==> src/rtl/dafir_pkg.sv <==
package dafir_pkg;

  // Control strobes from sequencer to datapath
  typedef struct packed {
    logic load;    // shift delay line with new sample
    logic first;   // sign-bit cycle: start accumulator with negated sum
    logic step;    // any bit cycle: update accumulator
    logic finish;  // last bit cycle: capture scaled result
  } dafirStrobe_t;

endpackage

==> src/rtl/dafir_ctrl.sv <==
module dafir_ctrl
  import dafir_pkg::*;
#(
  parameter int DATA_W = 16
) (
  input  logic                      clk,
  input  logic                      rstN,
  input  logic                      sampleValid,
  output logic                      ready,
  output dafirStrobe_t              strb,
  output logic [$clog2(DATA_W)-1:0] bitIdx
);

  localparam int CNT_W = $clog2(DATA_W);
  localparam logic [CNT_W-1:0] TOP_BIT = CNT_W'(DATA_W - 1);

  typedef enum logic {ST_IDLE, ST_RUN} ctrlState_t;

  ctrlState_t state;
  logic [CNT_W-1:0] bitCnt;

  always_ff @(posedge clk or negedge rstN) begin
    if (!rstN) begin
      state  <= ST_IDLE;
      bitCnt <= '0;
    end else begin
      case (state)
        ST_IDLE: begin
          if (sampleValid) begin
            state  <= ST_RUN;
            bitCnt <= TOP_BIT;
          end
        end
        default: begin
          if (bitCnt == '0) state <= ST_IDLE;
          else              bitCnt <= bitCnt - 1'b1;
        end
      endcase
    end
  end

  always_comb begin
    strb.load   = (state == ST_IDLE) && sampleValid;
    strb.step   = (state == ST_RUN);
    strb.first  = (state == ST_RUN) && (bitCnt == TOP_BIT);
    strb.finish = (state == ST_RUN) && (bitCnt == '0);
  end

  assign ready  = (state == ST_IDLE);
  assign bitIdx = bitCnt;

endmodule

==> src/rtl/dafir_datapath.sv <==
module dafir_datapath
  import dafir_pkg::*;
#(
  parameter int NUM_TAPS  = 8,
  parameter int DATA_W    = 16,
  parameter int COEF_W    = 16,
  parameter int OUT_W     = 16,
  parameter int OUT_SHIFT = 8,
  parameter logic [NUM_TAPS*COEF_W-1:0] COEFS = '0
) (
  input  logic                      clk,
  input  logic                      rstN,
  input  dafirStrobe_t              strb,
  input  logic [$clog2(DATA_W)-1:0] bitIdx,
  input  logic [DATA_W-1:0]         sampleIn,
  output logic                      resultValid,
  output logic [OUT_W-1:0]          result
);

  localparam int GRP_SIZE   = 4;
  localparam int TBL_DEPTH  = 1 << GRP_SIZE;
  localparam int NUM_GROUPS = NUM_TAPS / GRP_SIZE;
  localparam int ENT_W      = COEF_W + 2;
  localparam int SUM_W      = COEF_W + $clog2(NUM_TAPS) + 1;
  localparam int ACC_W      = SUM_W + DATA_W;

  localparam logic signed [ACC_W-1:0] OUT_MAX =
    {{(ACC_W-OUT_W+1){1'b0}}, {(OUT_W-1){1'b1}}};
  localparam logic signed [ACC_W-1:0] OUT_MIN = ~OUT_MAX;

  // Sum of the coefficients in group grp selected by the bits of addr
  function automatic logic signed [ENT_W-1:0] subsetSum(int grp, int addr);
    logic signed [ENT_W-1:0]  s;
    logic signed [COEF_W-1:0] c;
    s = '0;
    for (int j = 0; j < GRP_SIZE; j++) begin
      c = COEFS[(grp*GRP_SIZE+j)*COEF_W +: COEF_W];
      if (((addr >> j) & 1) != 0) s = s + ENT_W'(c);
    end
    return s;
  endfunction

  logic [DATA_W-1:0] taps [NUM_TAPS];

  always_ff @(posedge clk or negedge rstN) begin
    if (!rstN) begin
      for (int k = 0; k < NUM_TAPS; k++) taps[k] <= '0;
    end else if (strb.load) begin
      taps[0] <= sampleIn;
      for (int k = 1; k < NUM_TAPS; k++) taps[k] <= taps[k-1];
    end
  end

  logic signed [ENT_W-1:0] tblOut [NUM_GROUPS];

  for (genvar g = 0; g < NUM_GROUPS; g++) begin : g_group
    logic signed [ENT_W-1:0] tbl [TBL_DEPTH];
    logic [GRP_SIZE-1:0] addr;
    for (genvar e = 0; e < TBL_DEPTH; e++) begin : g_entry
      assign tbl[e] = subsetSum(g, e);
    end
    for (genvar j = 0; j < GRP_SIZE; j++) begin : g_addr
      assign addr[j] = taps[g*GRP_SIZE+j][bitIdx];
    end
    assign tblOut[g] = tbl[addr];
  end

  logic signed [SUM_W-1:0] bitSum;
  always_comb begin
    bitSum = '0;
    for (int g = 0; g < NUM_GROUPS; g++) bitSum = bitSum + SUM_W'(tblOut[g]);
  end

  logic signed [ACC_W-1:0] acc, accNext, scaled;
  logic [OUT_W-1:0] satVal;

  always_comb begin
    if (strb.first) accNext = -ACC_W'(bitSum);
    else            accNext = (acc <<< 1) + ACC_W'(bitSum);
    scaled = accNext >>> OUT_SHIFT;
    if (scaled > OUT_MAX)      satVal = {1'b0, {(OUT_W-1){1'b1}}};
    else if (scaled < OUT_MIN) satVal = {1'b1, {(OUT_W-1){1'b0}}};
    else                       satVal = scaled[OUT_W-1:0];
  end

  always_ff @(posedge clk or negedge rstN) begin
    if (!rstN) begin
      acc         <= '0;
      result      <= '0;
      resultValid <= 1'b0;
    end else begin
      if (strb.step)   acc    <= accNext;
      if (strb.finish) result <= satVal;
      resultValid <= strb.finish;
    end
  end

endmodule

==> src/rtl/dafir_top.sv <==
module dafir_top
  import dafir_pkg::*;
#(
  parameter int NUM_TAPS  = 8,
  parameter int DATA_W    = 16,
  parameter int COEF_W    = 16,
  parameter int OUT_W     = 16,
  parameter int OUT_SHIFT = 8,
  parameter logic [NUM_TAPS*COEF_W-1:0] COEFS = {
    16'sd120, -16'sd250, 16'sd700, 16'sd1500,
    16'sd1500, 16'sd700, -16'sd250, 16'sd120}
) (
  input  logic              clk,
  input  logic              rstN,
  input  logic              sampleValid,
  input  logic [DATA_W-1:0] sampleIn,
  output logic              ready,
  output logic              resultValid,
  output logic [OUT_W-1:0]  result
);

  dafirStrobe_t strb;
  logic [$clog2(DATA_W)-1:0] bitIdx;

  dafir_ctrl #(.DATA_W(DATA_W)) u_ctrl (
    .clk(clk), .rstN(rstN), .sampleValid(sampleValid),
    .ready(ready), .strb(strb), .bitIdx(bitIdx)
  );

  dafir_datapath #(
    .NUM_TAPS(NUM_TAPS), .DATA_W(DATA_W), .COEF_W(COEF_W),
    .OUT_W(OUT_W), .OUT_SHIFT(OUT_SHIFT), .COEFS(COEFS)
  ) u_dp (
    .clk(clk), .rstN(rstN), .strb(strb), .bitIdx(bitIdx),
    .sampleIn(sampleIn), .resultValid(resultValid), .result(result)
  );

endmodule

==> config.mk <==
export PLATFORM = sky130hd
export DESIGN_NAME = dafir_top
export DESIGN_NICKNAME = d
export VERILOG_FILES = /design/src/rtl/dafir_pkg.sv /design/src/rtl/dafir_ctrl.sv /design/src/rtl/dafir_datapath.sv /design/src/rtl/dafir_top.sv
export SDC_FILE = /design/constraint.sdc
export NUM_CORES = 1
export LEC_CHECK = 0
export CAP_MARGIN = 20
export CELL_PAD_IN_SITES_DETAIL_PLACEMENT = 1
export CELL_PAD_IN_SITES_GLOBAL_PLACEMENT = 2
export CORE_ASPECT_RATIO = 0.5
export CORE_MARGIN = 2
export CORE_UTILIZATION = 45
export CTS_BUF_LIST = sky130_fd_sc_hd__clkbuf_8
export DETAILED_ROUTE_END_ITERATION = 8
export DONT_BUFFER_PORTS = 1
export PLACE_DENSITY_LB_ADDON = 0.2
export SYNTH_ARGS = -nofsm -noshare
export SYNTH_HDL_FRONTEND = slang
export SYNTH_SLANG_ARGS = --single-unit
==> constraint.sdc <==
create_clock -name clk -period 9.5 [get_ports clk]
set_input_delay 0.475 -clock clk [delete_from_list [all_inputs] [get_ports clk]]
set_output_delay 0.475 -clock clk [all_outputs]
set_load 0.02 [all_outputs]
==> results.toml, run 1 <==
[logic_synthesis]
yosysWarnings = 0
yosysMostFrequentCell = "dfrtp_1"
yosysTopAreaCellShare_pct = 39.4
synth_nets = 1173
ys_ff_latch = 184
synth_edf_count = 0
avgSynthCellArea_um2 = 10.7
synth_common_cells = "dfrtp_1, mux2_2, nor2_1"
synthTopCellsByArea = "dfrtp_1, mux2_2, mux4_2"
synth_top_area_cell = "dfrtp_1"
ys_async_sr_fraction_pct = 100
ys_types = 78
synth_flop_cell = "dfrtp_1"
ys_seq_area_share_pct = 39.4
synthCells = 1091
synthesis.area_um2 = 11700

[route]
wl_per_cell_um = 21.3
post_drt_via_cell_ratio = 6.01
ant_nets = 0
routed_wl_um = 30300
vias = 8563
first_pass_iters = 4
first_iter_violations = 414
drc = 0

[sta]
hold_violations = 0
drv_slew = 0
finClkSkew_ns = 0.0231
setup_viol = 0
max_freq_mhz = 114
timing.final.crit_period_ns = 8.77
slew_headroom_pct = 25.1
rsz0062_at_grt = "no"
fin_crit_sh_pct = 92.3
tightest_slew_ns = 1.12
tns_ns = 0

[run_status]
outcome = "complete, no violations"

[clock_network]
numCtsBuffers = 17
cts-root-buf = "clkbuf_8"
clockBufferDepth = 2
cts_tree = "built"
clk_latency_ns = 0.51
clkSlewWorstSetupHoldPaths_ns = 0.11
cts_setup_buffers = 0
h-tree-depth = 4
clock_sinks = 184

[layout]
fin_area_um2 = 12400
multi_input_area_um2 = 6710
drive_above_1_share_pct = 22.8
areaGrowthSynthToFinish_pct = 6.60
n_antenna_cell = 0
num-nets-final = 1149
final_util_pct = 49.1
ff_latch_area_um2 = 4610
nFillCells = 2746

[placement]
portBuffers = 0
place.gp.congestion = 0.895
placed_area_um2 = 12000
dp_hpwl_um = 21900

[floorplan]
rows = 41
ioPinCount = 37
die_w_um = 232
die-area_um2 = 27300
core_area_um2 = 25300
die_h_um = 118
initial_core_util_pct = 46.1

[worst_setup_path]
critPathMostFrequentCell = "ha_1"
cp_max_fo = 23
cp_slowest_stage_delay_ns = 0.86
cp_slowest_cell = "dfrtp_2"
crit_buf_inv = 2
start_kind = "register"
worst_ep_required_time_ns = 9.91
arrival_ns = 9.18
crit_type = "register to register"
critical-path-top-delay-family = "simple AND/OR/NAND/NOR gates"
cp-end-kind = "register"

[job]
max-cap-violations = 0

[global_routing]
grt_pass1_vias = 8983
antenna_found_initial = 0
grt.total_usage_pct = 23.1
grt_max_degree = 185
grt_pass1_wl_um = 49700
gr-total-overflow = 0

[min_path]
hold_class = "input port to register"
-- cell usage in the layout, fill, tap and decap left out, types with 14 or more instances in the layout --
master,n
clkbuf_8,17
mux2_2,136
nor3_1,20
a21oi_1,84
mux4_2,40
dfrtp_1,182
inv_1,36
xor2_1,16
ha_1,61
o211ai_1,14
nand3_1,25
nand2_1,58
xnor2_1,27
o21ai_0,50
a21o_1,15
nor2_1,89
-- routing by layer --
metal  GRT usage, %  part of all wire [%]
met4           6.05                   1.8
met2           39.7                    50
met5              0                     0
met3           4.14                   2.0
met1           30.2                    46
-- path summary, 6_finish.rpt --
| path | start | to | slack [ns] | cells after the start |
|---|---|---|---|---|
| setup / recovery | u_ctrl.bitIdx[0] | u_dp.result[3] | 0.73 | 25 |
| hold / removal | sampleIn[15] | u_dp.taps[127] | 0.11 | 1 |
| hold reg to reg | u_dp.taps[10] | u_dp.taps[10] | 0.51 | 1 |
| max in group asynchronous | rstN | u_dp.acc[5] | 8.02 | 2 |
| setup reg to reg | u_ctrl.bitIdx[0] | u_dp.result[3] | 0.73 | 25 |
| min in group asynchronous | rstN | u_dp.acc[24] | 0.50 | 2 |
-- per-stage QoR --
step | setup WS [ns] | std cells | hold WS, ns
6_report | 0.733 | 1424 | 0.109
5_1_grt | 0.0574 | 1424 | 0.0701
3_3_place_gp | 1.06 | 1390 | 0.188
4_1_cts | 0.716 | 1423 | 0.0191
3_5_place_dp | 0.729 | 1390 | 0.188
2_1_floorplan | 1.41 | 1091 | 0.179
-- registers in the layout, summed over array words and instances (netlist names) --
register          cells
u_ctrl.bitIdx         4
u_ctrl.state          1
u_dp.acc             34
u_dp.result          16
u_dp.resultValid      1
u_dp.taps           128
-- cell families (layout without fill, tap and decap cells) --
| family | Yosys count | in the layout | share of synthesized area (%) |
|---|---|---|---|
| AOI/OAI and AO/OA | 279 | 279 | 16.0 |
| xor gates and xnor gates | 44 | 44 | 3.36 |
| adders and majority gates | 63 | 63 | 6.88 |
| buffers and inverters | 93 | 82 | 3.16 |
| DFF | 184 | 184 | 39.4 |
| muxes | 181 | 181 | 21.3 |
| and+or+nand+nor | 247 | 247 | 9.93 |
-- final cells by class --
type | count | area share (%)
Inverter | 37 | 1.12
Clock buffer | 17 | 1.88
Multi-Input combinational cell | 814 | 53.9
Timing Repair Buffer | 13 | 1.07
Tap cell | 344 | 3.46
Clock inverter | 15 | 1.56
Sequential cell | 184 | 37.0
-- worst register-to-register path, delay by kind of cell (launching register included) --
| family | cells | cell delay, ns |
|---|---|---|
| simple gates | 9 | 2.93 |
| compound gates | 9 | 2.05 |
| mux | 2 | 1.21 |
| fa+ha+maj | 3 | 1.19 |
| flops | 1 | 0.86 |
| buf+inv | 2 | 0.45 |
-- repair_timing --
action                    CTS  global route
hold buffers                1             1
hold endpoints to repair  184             3
gates resized for setup     0             0
Power of run 1 is not shown: default switching activity piles up to over one toggle a cycle in this logic, so the estimate is an artifact.
==> inputs of run 2 (changes only) <==
==> constraint.sdc (replaced) <==
create_clock -name clk -period 9.5 [get_ports clk]
set_input_delay 0.95 -clock clk [delete_from_list [all_inputs] [get_ports clk]]
set_output_delay 0.95 -clock clk [all_outputs]
set_load 0.02 [all_outputs]
==> results.toml, run 2 (synthesized netlist as in run 1, its figures left out) <==
[run_status]
outcome = "complete, no violations"

[layout]
top_register = "u_dp.taps"
num-nets-final = 1147
mostFrequentLayoutCells = "dfrtp_1, mux2_2, nor2_1"
final_common_cell = "dfrtp_1"
nFillCells = 2750
areaGrowthSynthToFinish_pct = 6.28
drive_above_1_share_pct = 22.7
largest_reg_flops = 128
largestRegisters = "u_dp.taps x128, u_dp.acc x34, u_dp.result x16"
fin_area_um2 = 12400
n_antenna_cell = 0

[job]
max-cap-violations = 0

[clock_network]
numCtsBuffers = 17
clk_latency_ns = 0.51
clockBufferDepth = 2
clkSlewWorstSetupHoldPaths_ns = 0.12
cts_tree = "built"
cts_setup_buffers = 0
cts-root-buf = "clkbuf_8"
hold_buffers = 0
clock_sinks = 184
cts_resized = 0
h-tree-depth = 4

[floorplan]
initial_core_util_pct = 46.1
core_area_um2 = 25300
die_h_um = 118
ioPinCount = 37
die_w_um = 232
rows = 41
die-area_um2 = 27300

[sta]
fin_crit_sh_pct = 92.2
hold_violations = 0
finClkSkew_ns = 0.0216
timing.final.crit_period_ns = 8.76
setup_viol = 0
tns_ns = 0
rsz0062_at_grt = "no"
slew_headroom_pct = 34.6
tightest_slew_ns = 0.972
drv_slew = 0
max_freq_mhz = 114

[route]
first_iter_violations = 448
routed_wl_um = 30200
first_pass_iters = 4
drc = 0
wl_per_cell_um = 21.3
ant_nets = 0
post_drt_via_cell_ratio = 6.00
vias = 8529

[worst_setup_path]
crit_type = "register to register"
critPathMostFrequentCell = "ha_1"
cp-end-kind = "register"
cp_slowest_stage_delay_ns = 0.86
arrival_ns = 9.17
worst_ep_required_time_ns = 9.91
start_kind = "register"
cp_slowest_cell = "dfrtp_2"
cp_max_fo = 23

[placement]
dp_hpwl_um = 21900
place.gp.congestion = 0.895
placed_area_um2 = 12000
portBuffers = 0

[global_routing]
grt_max_degree = 185
antenna_found_initial = 0
grt_pass1_vias = 8977
use_met3_pct = 4.14
use_met2_pct = 39.7
grt_use_met1_pct = 30.2
grt_pass1_wl_um = 49700
grt.total_usage_pct = 23.1
gr-total-overflow = 0
busiest_layer = "met2"

[min_path]
hold_class = "input port to async pin"
-- run 2: changes by cell type in the layout (fill, tap and decap cells not counted), sizes merged --
cell and delta:
buf -1, dlygate4sd3 -1
-- run 2: cell type report --
type / instances / area, µm² / area share, %
Clock buffer: 17 / 234 / 1.89
Clock inverter: 15 / 194 / 1.56
Inverter: 37 / 139 / 1.12
Multi-Input combinational cell: 814 / 6710 / 54.1
Sequential cell: 184 / 4610 / 37.1
Tap cell: 344 / 430 / 3.47
Timing Repair Buffer: 11 / 95.1 / 0.766
-- run 2: path summary, 6_finish.rpt --
check,start,cells after the start,endpoint,slack [ns]
max,u_ctrl.bitIdx[0],25,u_dp.result[3],0.74
min,rstN,0,u_dp.acc[24],0.11
max reg2reg,u_ctrl.bitIdx[0],25,u_dp.result[3],0.74
min reg2reg,u_dp.taps[10],1,u_dp.taps[10],0.51
max in group asynchronous,rstN,0,u_dp.acc[5],8.88
min in group clk,u_dp.taps[10],1,u_dp.taps[10],0.51
-- run 2: layer usage --
| metal | part of all wire (%) | wire length, µm |
|---|---|---|
| met2 | 51 | 15300 |
| met4 | 1.7 | 519 |
| met5 | 0 | 0 |
| met1 | 45 | 13700 |
| met3 | 2.3 | 706 |
-- run 2: critical path, delay by kind of cell (launching register included) --
family,cells,cell delay (ns)
AND/OR/NAND/NOR,9,2.92
AO/OA/AOI/OAI,9,2.03
multiplexers,2,1.20
adder cells (fa/ha/maj),3,1.19
flip-flops,1,0.86
buffers and inverters,2,0.44
-- run 2: stage by stage --
stage / cells / util [%] / worst slack, ns / hold WS [ns]
finish: 1422 / 49.0 / 0.745 / 0.113
global route: 1422 / 49.0 / 0.0574 / 0.0764
global placement: 1390 / 47.3 / 1.06 / 0.484
detailed placement: 1390 / 47.3 / 0.729 / 0.493
floorplan: 1091 / - / 1.41 / 0.461
CTS: 1422 / 49.0 / 0.716 / 0.0778
Power of run 2 is left out for the same reason.
==> inputs of run 3 (changes only) <==
- SYNTH_HIERARCHICAL: unset -> 1
==> results.toml, run 3 <==
[route]
routed_wl_um = 29000
vias = 8172
first_iter_violations = 457
post_drt_via_cell_ratio = 5.88
wl_per_cell_um = 20.9
drc = 0
ant_nets = 0
first_pass_iters = 5

[worst_setup_path]
reg2reg_from = "u_ctrl/bitIdx[0]"
arrival_ns = 9.06
start_kind = "register"
rr_endpoint = "u_dp/result[3]"
cp_slowest_cell = "o311ai_4"
ff2ff_path_depth = 23
rrSetupSlack_ns = 0.75
cp-end-kind = "register"
crit_type = "register to register"
cp_slowest_stage_delay_ns = 0.86
cp_max_fo = 18
crit_chain = "buf_4, mux4_2, mux4_2, inv_1, ha_1, xnor2_1, inv_1, fa_1, nand2b_1, a211oi_2, a21oi_2, o2111ai_1, o211ai_1, ha_1, and4_1, nand3_1, o31ai_2, a21o_1, xor2_1, nor2_1, a41oi_2, o311ai_4, o221ai_1"
worst_ep_required_time_ns = 9.81

[logic_synthesis]
synthesis.area_um2 = 11800
synth_flop_cell = "dfrtp_1"
avgSynthCellArea_um2 = 11.0
synth_edf_count = 0
ys_ff_latch = 184
synthTopCellsByArea = "dfrtp_1, mux2_2, mux4_2"
yosysWarnings = 6
ys_types = 91
ys_seq_area_share_pct = 39.2
synth_common_cells = "dfrtp_1, mux2_2, a21oi_1"
synth_nets = 1150
yosysMostFrequentCell = "dfrtp_1"
ys_async_sr_fraction_pct = 100
synthCells = 1066
yosysTopAreaCellShare_pct = 39.2
synth_top_area_cell = "dfrtp_1"

[sta]
tightest_slew_ns = 0.934
rsz0062_at_grt = "no"
tns_ns = 0
timing.final.crit_period_ns = 8.75
fin_crit_sh_pct = 92.1
finClkSkew_ns = 0.0224
hold_violations = 0
max_freq_mhz = 114
drv_slew = 0
setup_viol = 0
slew_headroom_pct = 37.6

[clock_network]
cts-root-buf = "clkbuf_8"
cts_tree = "built"
clockBufferDepth = 2
clock_sinks = 184
numCtsBuffers = 17
clk_latency_ns = 0.52
clkSlewWorstSetupHoldPaths_ns = 0.12
hold_buffers = 0
h-tree-depth = 4

[floorplan]
ioPinCount = 37
rows = 41
initial_core_util_pct = 46.2
core_area_um2 = 25400
die-area_um2 = 27500
die_h_um = 118
die_w_um = 233

[layout]
fin_area_um2 = 12400
num-nets-final = 1116
largest_reg_flops = 128
mostFrequentLayoutCells = "dfrtp_1, mux2_2, a21oi_1"
n_antenna_cell = 0
largestRegisters = "u_dp/taps x128, u_dp/acc x34, u_dp/result x16"
top_register = "u_dp/taps"
areaGrowthSynthToFinish_pct = 5.59
final_common_cell = "dfrtp_1"
drive_above_1_share_pct = 24.6

[run_status]
outcome = "complete, no violations"

[global_routing]
grt_pass1_wl_um = 48800
gr-total-overflow = 0
grt.total_usage_pct = 22.5
grt_max_degree = 185
antenna_found_initial = 0
grt_pass1_vias = 8962

[placement]
portBuffers = 0
dp_hpwl_um = 21200
place.gp.congestion = 0.839
placed_area_um2 = 12000

[job]
max-cap-violations = 0

[min_path]
hold_class = "input port to async pin"
[run 3: cell count changes after synthesis, moves of 5 or more]
cell / before / now
inv_1: 36 / 56
nor2_1: 89 / 70
nand3_1: 25 / 11
nor3_1: 20 / 10
o221ai_2: 1 / 10
a211oi_1: 9 / 2
xnor2_1: 27 / 20
xor2_1: 16 / 23
a21oi_1: 84 / 78
a31oi_1: 12 / 6
nand2_1: 59 / 65
o21bai_1: 11 / 5
o31a_1: 0 / 5
[run 3: through the flow]
stage                     setup WS [ns]  cells  util [%]  hold slack, ns
after global routing              0.265   1389      48.8          0.0664
after detailed placement          0.664   1357      47.1           0.485
after CTS                         0.595   1389      48.8          0.0692
after global placement            0.786   1357      47.1           0.482
after floorplan                    1.78   1066         -           0.458
final                             0.748   1389      48.8           0.105
[run 3: cells by family after synthesis]
logic type | after synthesis | share of synthesized area [%]
buffers and inverters | 116 | 4.03
and+or+nand+nor | 223 | 9.57
adders and majority gates | 65 | 7.05
AOI/OAI and AO/OA | 249 | 15.3
DFF | 184 | 39.2
xor gates and xnor gates | 45 | 3.48
muxes | 184 | 21.4
[run 3: area by class of cell]
cell class              instances  area [µm²]
flip-flops and latches        184        4610
clock buffers                  17         234
multi-input cells             766        6680
fillers                      2721       13000
clock inverters                15         195
repair buffers                  7        52.6
inverters                      56         210
well taps                     344         430
[run 3: worst max-delay path by stage]
stage / startpoint / to / slack, ns
floorplan: u_ctrl/bitIdx[0] / u_dp/result[10] / 1.78
global placement: u_ctrl/bitIdx[0] / u_dp/result[2] / 0.79
detailed placement: u_ctrl/bitIdx[0] / u_dp/result[3] / 0.66
CTS: u_ctrl/bitIdx[0] / u_dp/result[3] / 0.59
global route: u_ctrl/bitIdx[0] / u_dp/result[3] / 0.27
finish: u_ctrl/bitIdx[0] / u_dp/result[3] / 0.75
[run 3: metal layers]
metal / part of all wire [%] / up-vias / GRT usage, %
li1: - / 3848 / -
met1: 47 / 4200 / 30.4
met2: 49 / 87 / 37.4
met3: 2.3 / 37 / 3.67
met4: 1.5 / 0 / 6.17
met5: 0 / - / 0
[run 3: repair_timing]
| item | CTS | global route |
|---|---|---|
| endpoints found under the hold margin | 0 | 0 |
| setup endpoints to repair | 0 | 2 |
| resized for setup | 0 | 1 |
| setup buffers | 0 | 0 |
[run 3: worst max-delay path: cells and delay by family, from the launching register on]
family	cells	cell delay [ns]
AO/OA/AOI/OAI	9	3.43
XOR/XNOR	2	0.43
adder cells (fa/ha/maj)	3	1.19
buffers and inverters	3	0.67
flip-flops	1	0.72
multiplexers	2	1.16
AND/OR/NAND/NOR	4	0.91
Power of run 3 is left out for the same reason.
